===== src/rtl/wtap_pkg.sv =====
package wtap_pkg;
    typedef enum logic [1:0] {
        ST_HOLD    = 2'd0,
        ST_OVERLAP = 2'd1,
        ST_SHDN    = 2'd2,
        ST_WAKE    = 2'd3
    } wtap_state_e;
endpackage


===== src/rtl/wtap_code_store.sv =====
module wtap_code_store #(
    parameter int TAP_BITS = 7,
    parameter logic [TAP_BITS-1:0] MID_CODE = 7'd64
) (
    input  logic                clk,
    input  logic                rst_n,
    input  logic                code_wr,
    input  logic [TAP_BITS-1:0] code_in,
    input  logic                run_en,
    input  logic                brownout,
    output logic [TAP_BITS-1:0] want_code
);
    // Supply glitch while parked low wins over any write in the same cycle.
    always_ff @(posedge clk or negedge rst_n) begin
        if (!rst_n)
            want_code <= MID_CODE;
        else if (!run_en && brownout)
            want_code <= MID_CODE;
        else if (code_wr)
            want_code <= code_in;
    end
endmodule


===== src/rtl/wtap_onehot.sv =====
module wtap_onehot #(
    parameter int TAP_BITS = 7,
    parameter int NUM_TAPS = 128
) (
    input  logic [TAP_BITS-1:0] code,
    input  logic                en,
    output logic [NUM_TAPS-1:0] vec
);
    for (genvar g = 0; g < NUM_TAPS; g++) begin : g_tap
        assign vec[g] = en && (code == TAP_BITS'(g));
    end
endmodule


===== src/rtl/wtap_fsm.sv =====
module wtap_fsm
    import wtap_pkg::*;
#(
    parameter int TAP_BITS = 7,
    parameter logic [TAP_BITS-1:0] MID_CODE = 7'd64,
    parameter int OVERLAP_CYC = 2
) (
    input  logic                clk,
    input  logic                rst_n,
    input  logic                run_en,
    input  logic [TAP_BITS-1:0] want_code,
    output logic [TAP_BITS-1:0] cur_code,
    output logic [TAP_BITS-1:0] tgt_code,
    output logic                use_cur,
    output logic                use_tgt,
    output logic                hi_en,
    output logic                lo_tie_en
);
    localparam int CNT_W = (OVERLAP_CYC > 1) ? $clog2(OVERLAP_CYC) : 1;
    localparam logic [CNT_W-1:0] CNT_LAST = CNT_W'(OVERLAP_CYC - 1);

    wtap_state_e         state, state_d;
    logic [TAP_BITS-1:0] cur_d, tgt_d;
    logic [CNT_W-1:0]    cnt, cnt_d;

    // State register process
    always_ff @(posedge clk or negedge rst_n) begin
        if (!rst_n) begin
            state    <= ST_HOLD;
            cur_code <= MID_CODE;
            tgt_code <= MID_CODE;
            cnt      <= '0;
        end else begin
            state    <= state_d;
            cur_code <= cur_d;
            tgt_code <= tgt_d;
            cnt      <= cnt_d;
        end
    end

    // Transition logic
    always_comb begin
        state_d = state;
        cur_d   = cur_code;
        tgt_d   = tgt_code;
        cnt_d   = cnt;
        unique case (state)
            ST_HOLD: begin
                if (!run_en) begin
                    state_d = ST_SHDN;
                end else if (want_code != cur_code) begin
                    state_d = ST_OVERLAP;
                    tgt_d   = want_code;
                    cnt_d   = '0;
                end
            end
            ST_OVERLAP: begin
                if (!run_en) begin
                    state_d = ST_SHDN;
                end else if (cnt == CNT_LAST) begin
                    state_d = ST_HOLD;
                    cur_d   = tgt_code;
                end else begin
                    cnt_d = cnt + 1'b1;
                end
            end
            ST_SHDN: begin
                if (run_en) begin
                    state_d = ST_WAKE;
                    cur_d   = want_code;
                end
            end
            ST_WAKE: begin
                state_d = run_en ? ST_HOLD : ST_SHDN;
            end
        endcase
    end

    // Output process
    always_comb begin
        use_cur   = 1'b0;
        use_tgt   = 1'b0;
        hi_en     = 1'b0;
        lo_tie_en = 1'b0;
        unique case (state)
            ST_HOLD: begin
                use_cur = 1'b1;
                hi_en   = 1'b1;
            end
            ST_OVERLAP: begin
                use_cur = 1'b1;
                use_tgt = 1'b1;
                hi_en   = 1'b1;
            end
            ST_SHDN: begin
                lo_tie_en = 1'b1;
            end
            ST_WAKE: begin
                use_cur = 1'b1;
            end
        endcase
    end
endmodule


===== src/rtl/wiper_tap_select.sv =====
module wiper_tap_select #(
    parameter int TAP_BITS    = 7,
    parameter int OVERLAP_CYC = 2
) (
    input  logic                      clk,
    input  logic                      rst_n,
    input  logic [TAP_BITS-1:0]       code_in,
    input  logic                      code_wr,
    input  logic                      run_en,
    input  logic                      brownout,
    output logic [(1<<TAP_BITS)-1:0]  tap_en,
    output logic                      hi_en,
    output logic                      lo_tie_en
);
    localparam int NUM_TAPS = 1 << TAP_BITS;
    localparam logic [TAP_BITS-1:0] MID_CODE = TAP_BITS'(NUM_TAPS / 2);

    logic [TAP_BITS-1:0] want_code, cur_code, tgt_code;
    logic                use_cur, use_tgt;
    logic [NUM_TAPS-1:0] cur_vec, tgt_vec;

    wtap_code_store #(.TAP_BITS(TAP_BITS), .MID_CODE(MID_CODE)) u_store (
        .clk(clk), .rst_n(rst_n), .code_wr(code_wr), .code_in(code_in),
        .run_en(run_en), .brownout(brownout), .want_code(want_code)
    );

    wtap_fsm #(.TAP_BITS(TAP_BITS), .MID_CODE(MID_CODE), .OVERLAP_CYC(OVERLAP_CYC)) u_fsm (
        .clk(clk), .rst_n(rst_n), .run_en(run_en), .want_code(want_code),
        .cur_code(cur_code), .tgt_code(tgt_code), .use_cur(use_cur),
        .use_tgt(use_tgt), .hi_en(hi_en), .lo_tie_en(lo_tie_en)
    );

    wtap_onehot #(.TAP_BITS(TAP_BITS), .NUM_TAPS(NUM_TAPS)) u_dec_cur (
        .code(cur_code), .en(use_cur), .vec(cur_vec)
    );

    wtap_onehot #(.TAP_BITS(TAP_BITS), .NUM_TAPS(NUM_TAPS)) u_dec_tgt (
        .code(tgt_code), .en(use_tgt), .vec(tgt_vec)
    );

    assign tap_en = cur_vec | tgt_vec;
endmodule


===== config.mk =====
export PLATFORM = sky130hd
export DESIGN_NAME = wiper_tap_select
export DESIGN_NICKNAME = d
export VERILOG_FILES = /design/src/rtl/wtap_pkg.sv /design/src/rtl/wtap_code_store.sv /design/src/rtl/wtap_onehot.sv /design/src/rtl/wtap_fsm.sv /design/src/rtl/wiper_tap_select.sv
export SDC_FILE = /design/constraint.sdc
export NUM_CORES = 1
export LEC_CHECK = 0
export BUFFER_PORTS_ARGS = -buffer_cell sky130_fd_sc_hd__buf_2
export CORE_MARGIN = 4
export CORE_UTILIZATION = 30
export DETAILED_ROUTE_END_ITERATION = 10
export PLACE_DENSITY_LB_ADDON = 0.08
export REMOVE_ABC_BUFFERS = 1
export SETUP_SLACK_MARGIN = 0.4
export SLEW_MARGIN = 20
export SYNTH_ARGS = -nofsm -noshare
export SYNTH_HDL_FRONTEND = slang
export SYNTH_HIERARCHICAL = 1
export SYNTH_SLANG_ARGS = --single-unit

===== constraint.sdc =====
create_clock -name clk -period 1.6 [get_ports clk]
set_input_delay 0.16 -clock clk [delete_from_list [all_inputs] [get_ports clk]]
set_output_delay 0.16 -clock clk [all_outputs]
set_load 0.005 [all_outputs]

# Word-level counts from Yosys, hierarchy flattened
# Cells that the tools add are included.
[word_totals]
regBits = 24
latch_bits = 0
mem_bits_rw = 0
mem_bits_ro = 0
input_bits = 12
output_inout_bits = 130
word_cells = 564
mem_count = 0
[op_classes]
n_addsub = 1
n_mul = 0
div_mod_pow = 0
order_cmp = 0
n_eq_ne = 265
shifts = 0
muxes = 22
n_bitwise = 1
n_reduce_logical = 270
[op_table]
columns = ["cell", "count"]
rows = [
  ["$eq 7x7->1 const B", 128],
  ["$eq 7x6->1 const B", 64],
  ["$logic_and 1x1->1", 257],
  ["$eq 7x5->1 const B", 32],
  ["$or 128x128->128", 1],
  ["$eq 7x4->1 const B", 16],
  ["$eq 7x3->1 const B", 8],
  ["$mux 7", 5],
  ["$eq 7x2->1 const B", 4],
  ["$eq 7x1->1 const B", 2],
  ["$logic_not 7->1", 2],
  ["$pmux 7 s2", 1],
  ["$mux 2", 6],
  ["$mux 1", 8],
  ["$pmux 2 s4", 1],
  ["$reduce_and 4->1", 2],
  ["$ne 7x7->1", 1],
  ["$ne 2x2->1 const B", 3],
  ["$ne 3x2->1 const B", 2],
  ["$reduce_and 3->1", 2],
  ["$reduce_bool 2->1", 3],
  ["$eq 2x2->1 const B", 2],
  ["$ne 2x1->1 const B", 2],
  ["$reduce_or 3->1", 1],
  ["6 further kinds", 6],
]

# Depth between registers and ports, before layout
[depth]
word_depth = 5
depth_mapped = 7
mapped_depth_nobuf = 5

# Hierarchy
# Netlist, hierarchy kept.
[by_module_without_submodules]
columns = ["mod", "n_inst", "cells_each", "area_each_um2", "seq_area_each_um2"]
rows = [
  ["wtap_onehot", 2, 198, 1093.5, 0.0],
  ["wtap_fsm", 1, 71, 818.3, 427.9],
  ["wiper_tap_select", 1, 128, 800.8, 0.0],
  ["wtap_code_store", 1, 24, 299.0, 176.4],
]

# Worst setup path after synthesis
# OpenSTA, ideal clock, no wires.
[synth_path]
kind = "flip-flop to output port"
start = "register with a tool-made name"
end = "output tap_en[12]"
arrival_ns = 1.659
required_time_ns = 1.440
path_slack_ns = -0.219
path_stages_with_launch = 8
n_path_buf = 2
path_cell_list = "dfrtp_1 nor2b_1 inv_2 buf_2 nand2b_1 clkbuf_1 nor3_1 or2_1"
[synth_rtl]
columns = ["element", "line_no", "rtl"]
rows = [
  ["end: declaration", "wiper_tap_select.sv:11", "output logic [(1<<TAP_BITS)-1:0] tap_en,"],
]

==> metrics.md <==
| Metric | Value |
|---|---|
| Fin Clk Skew | `3.73 ps` |
| GP Congestion | `0.844` |
| Fin util | `51.2%` |
| Syn_area_per_cell | `6.63 um2` |
| Antenna violations before repair | `0` |
| Share of cells above drive strength 1 | `51.8%` |
| Reg2reg setup slack | `-200 ps` |
| Period minus WS final | `2040 ps` |
| Die Ht | `125 um` |
| Total Routing Usage GR | `19.6%` |
| Clk_lat worst skew | `250 ps` |
| # clock sinks | `24` |
| Largest stage delay, worst path | `470 ps` |
| Vias in the first global route | `4910` |
| Failing checks | `negative setup slack` |
| Initial Util | `30.8%` |
| Clk buf depth | `2` |
| Fmax | `491 MHz` |
| R2r startpoint | `u_fsm/cur_code[0]` |
| Pwr Density | `951 nW/um2` |
| Place WS | `-261 ps` |
| Nets | `858` |
| Pin count of the biggest net entering global routing | `25` |
| Status | `finished, violations left` |
| Critical-path maximum fanout | `8` |
| Tightest Pin Transition | `555 ps` |
| Distinct cell type count after synthesis | `38` |
| Total power | `6.50 mW` |
| Warnings from Yosys | `6` |
| Slew Limit Fails | `0` |
| Crit-path slowest cell | `or4bb_4` |
| Avg WL per Cell | `16.1 um` |
| Crit-path cells | `nor2b_4 -> inv_2 -> or4bb_4 -> buf_6 -> nor2_2 -> or2_1 -> buf_2` |
| Async SR Flop Fraction | `100%` |
| Startpoint Class | `flip-flop` |
| First-pass GRT wire length | `26200 um` |
| Post-Syn Instances | `619` |
| Final hold vios | `0` |
| Arr. time, crit path | `1880 ps` |
| TritonCTS clock tree | `built` |
| DR iter-0 viols | `292` |
| Crit path kind | `flip-flop to output pin` |
| Syn Std Cell Area | `4110 um2` |
| Hold_sp | `code_in[6]` |
| RSZ-0062 raised after global routing | `true` |
| Die width | `125 um` |
| Clk slew on worst S/H paths | `60 ps` |
| Tcrit/Tclk final | `127%` |
| Hold Path End | `u_store/want_code[6]` |
| # fillers | `1331` |
| Max-cap viol count | `0` |
| Setup TNS | `-44540 ps` |
| # DRC | `0` |
| Post-DRT Antenna Nets | `0` |
| Fin worst setup slack | `-438 ps` |
| DP HPWL | `12100 um` |
| Total gr overflow | `0` |
| FF-to-FF path depth | `7` |
| PortBufs | `141` |
| Register bit total from synthesis | `24` |
| Dpl cells | `987` |
| CTS H-tree lvls | `1` |
| Post-Layout Cell Count | `1021` |
| VDD IR-drop max | `548 uV` |
| Syn-to-layout area delta | `66.4%` |
| DR pass1 iterations | `4` |
| P_leak | `3.23 nW` |
| R2r endpoint | `u_fsm/tgt_code[4]` |
| Vias per cell | `4.95` |
| Most used DFF post-synth | `dfrtp_1` |
| Row cnt | `42` |
| WHS Path Cells | `2` |
| Req. time, crit path | `1440 ps` |
| DRT Wirelength | `16400 um` |
| Clock Tree Root | `clkbuf_16` |
| Post-synth EDFFs | `0` |
| Via count | `5058` |
| Post-synthesis sequential area ratio | `14.7%` |
| CP endpoint kind | `output pin` |
| # IOs | `142` |
| Slew headroom | `63.0%` |
| Inserted Diodes | `0` |
| Core area | `13300 um2` |
| Die area | `15600 um2` |
| Worst Hold Class | `input pin to flip-flop` |
| Setup-failing EPs final | `142` |
| Total CTS buffers | `3` |
[layer usage]
| metal | global-route usage [%] | vias to the layer above | share of wire [%] |
|---|---|---|---|
| met4 | 1.91 | 0 | 0.84 |
| met1 | 27.4 | 2438 | 46 |
| li1 | - | 2504 | - |
| met5 | 0 | - | 0 |
| met3 | 1.96 | 10 | 3.5 |
| met2 | 34.1 | 106 | 50 |
[worst max-delay path: cells and delay by family, from the launching register on]
kind | cells | cell delay [ps]
and+or+nand+nor | 4 | 830
DFF | 1 | 430
buffers and inverters | 3 | 370
[Yosys cell counts (13+ instances only)]
cell type  number  area share, %
nand2_1        16            1.5
buf_2          27            3.3
clkbuf_1       28            2.6
nor3_2         16            3.9
nor3_1         41            5.0
mux2i_1        13            3.2
nand4b_1       16            3.4
dfrtp_1        21             13
or2_1         128             20
nand4bb_1      22            6.0
nor2_2         16            2.4
nor2_1        183             17
[layout by cell type (no fill, tap or decap), types with 11 or more instances in the layout]
| cell type | netlist | routed |
|---|---|---|
| buf_4 | 3 | 72 |
| or4b_4 | 2 | 14 |
| or2_1 | 128 | 128 |
| nand4b_1 | 16 | 16 |
| buf_6 | 5 | 52 |
| buf_2 | 27 | 140 |
| dfrtp_2 | 0 | 11 |
| nor3_2 | 16 | 30 |
| nor2_1 | 183 | 155 |
| mux2i_1 | 13 | 11 |
| nor2_2 | 16 | 35 |
| nor3_1 | 41 | 26 |
| nand4bb_1 | 22 | 18 |
| buf_12 | 0 | 16 |
[cells by family after synthesis]
group	after synthesis	synth area share, %
AOI/OAI and AO/OA	14	2.35
muxes	20	5.09
and+or+nand+nor	489	68.4
DFF	24	14.7
buffers and inverters	65	7.95
xor gates and xnor gates	7	1.49
[worst max-delay path by stage]
stage                 startpoint          to  slack (ps)  cells past startpoint
3_5_place_dp      u_fsm/state[0]  tap_en[61]        -260                      9
2_1_floorplan          flip-flop  tap_en[11]        -380                      4
5_1_grt                flip-flop  tap_en[74]        -530                      7
6_report               flip-flop  tap_en[74]        -440                      7
3_3_place_gp      u_fsm/state[0]  tap_en[52]        -270                      9
4_1_cts        u_fsm/cur_code[3]  tap_en[70]        -400                      6
[metrics by stage]
| step | hold slack [ps] | cell area (um2) |
|---|---|---|
| 2_1_floorplan | -136 | 3790 |
| 3_3_place_gp | 183 | 5740 |
| 3_5_place_dp | 183 | 5740 |
| 4_1_cts | 122 | 6340 |
| 5_1_grt | 137 | 6830 |
| 6_report | 129 | 6830 |
[state kept, by name, summed over array words and instances, names as in the netlist, named ones only]
name and flops:
u_fsm/cnt 1, u_fsm/cur_code 7, u_fsm/state 1, u_fsm/tgt_code 7
u_store/want_code 7
[cell type report]
cell class | count | area [um2] | area share [%]
timing repair buffer | 285 | 2220 | 32.4
multi-input combinational | 530 | 3690 | 54.0
inverter | 2 | 7.51 | 0.110
tap | 176 | 220 | 3.22
sequential | 24 | 618 | 9.05
clock buffer | 4 | 78.8 | 1.15
[power breakdown]
part	leakage (nW)	switching, mW	total, mW	internal (mW)
Sequential	0.283	0.294	1.10	0.806
Clock	0.0382	0.207	0.548	0.340
Combinational	2.91	2.44	4.85	2.41
Total	3.23	2.95	6.50	3.56
[what timing repair did]
action                                  4_1_cts  5_1_grt
endpoints found under the hold margin        21        0
pin swaps                                    73       40
endpoints found under the setup margin      146      147
gates cloned                                  1        0
hold buffers                                  1        0
buffers inserted                             18       10
resized for setup                           102      102
(Power assumes the default switching activity.)
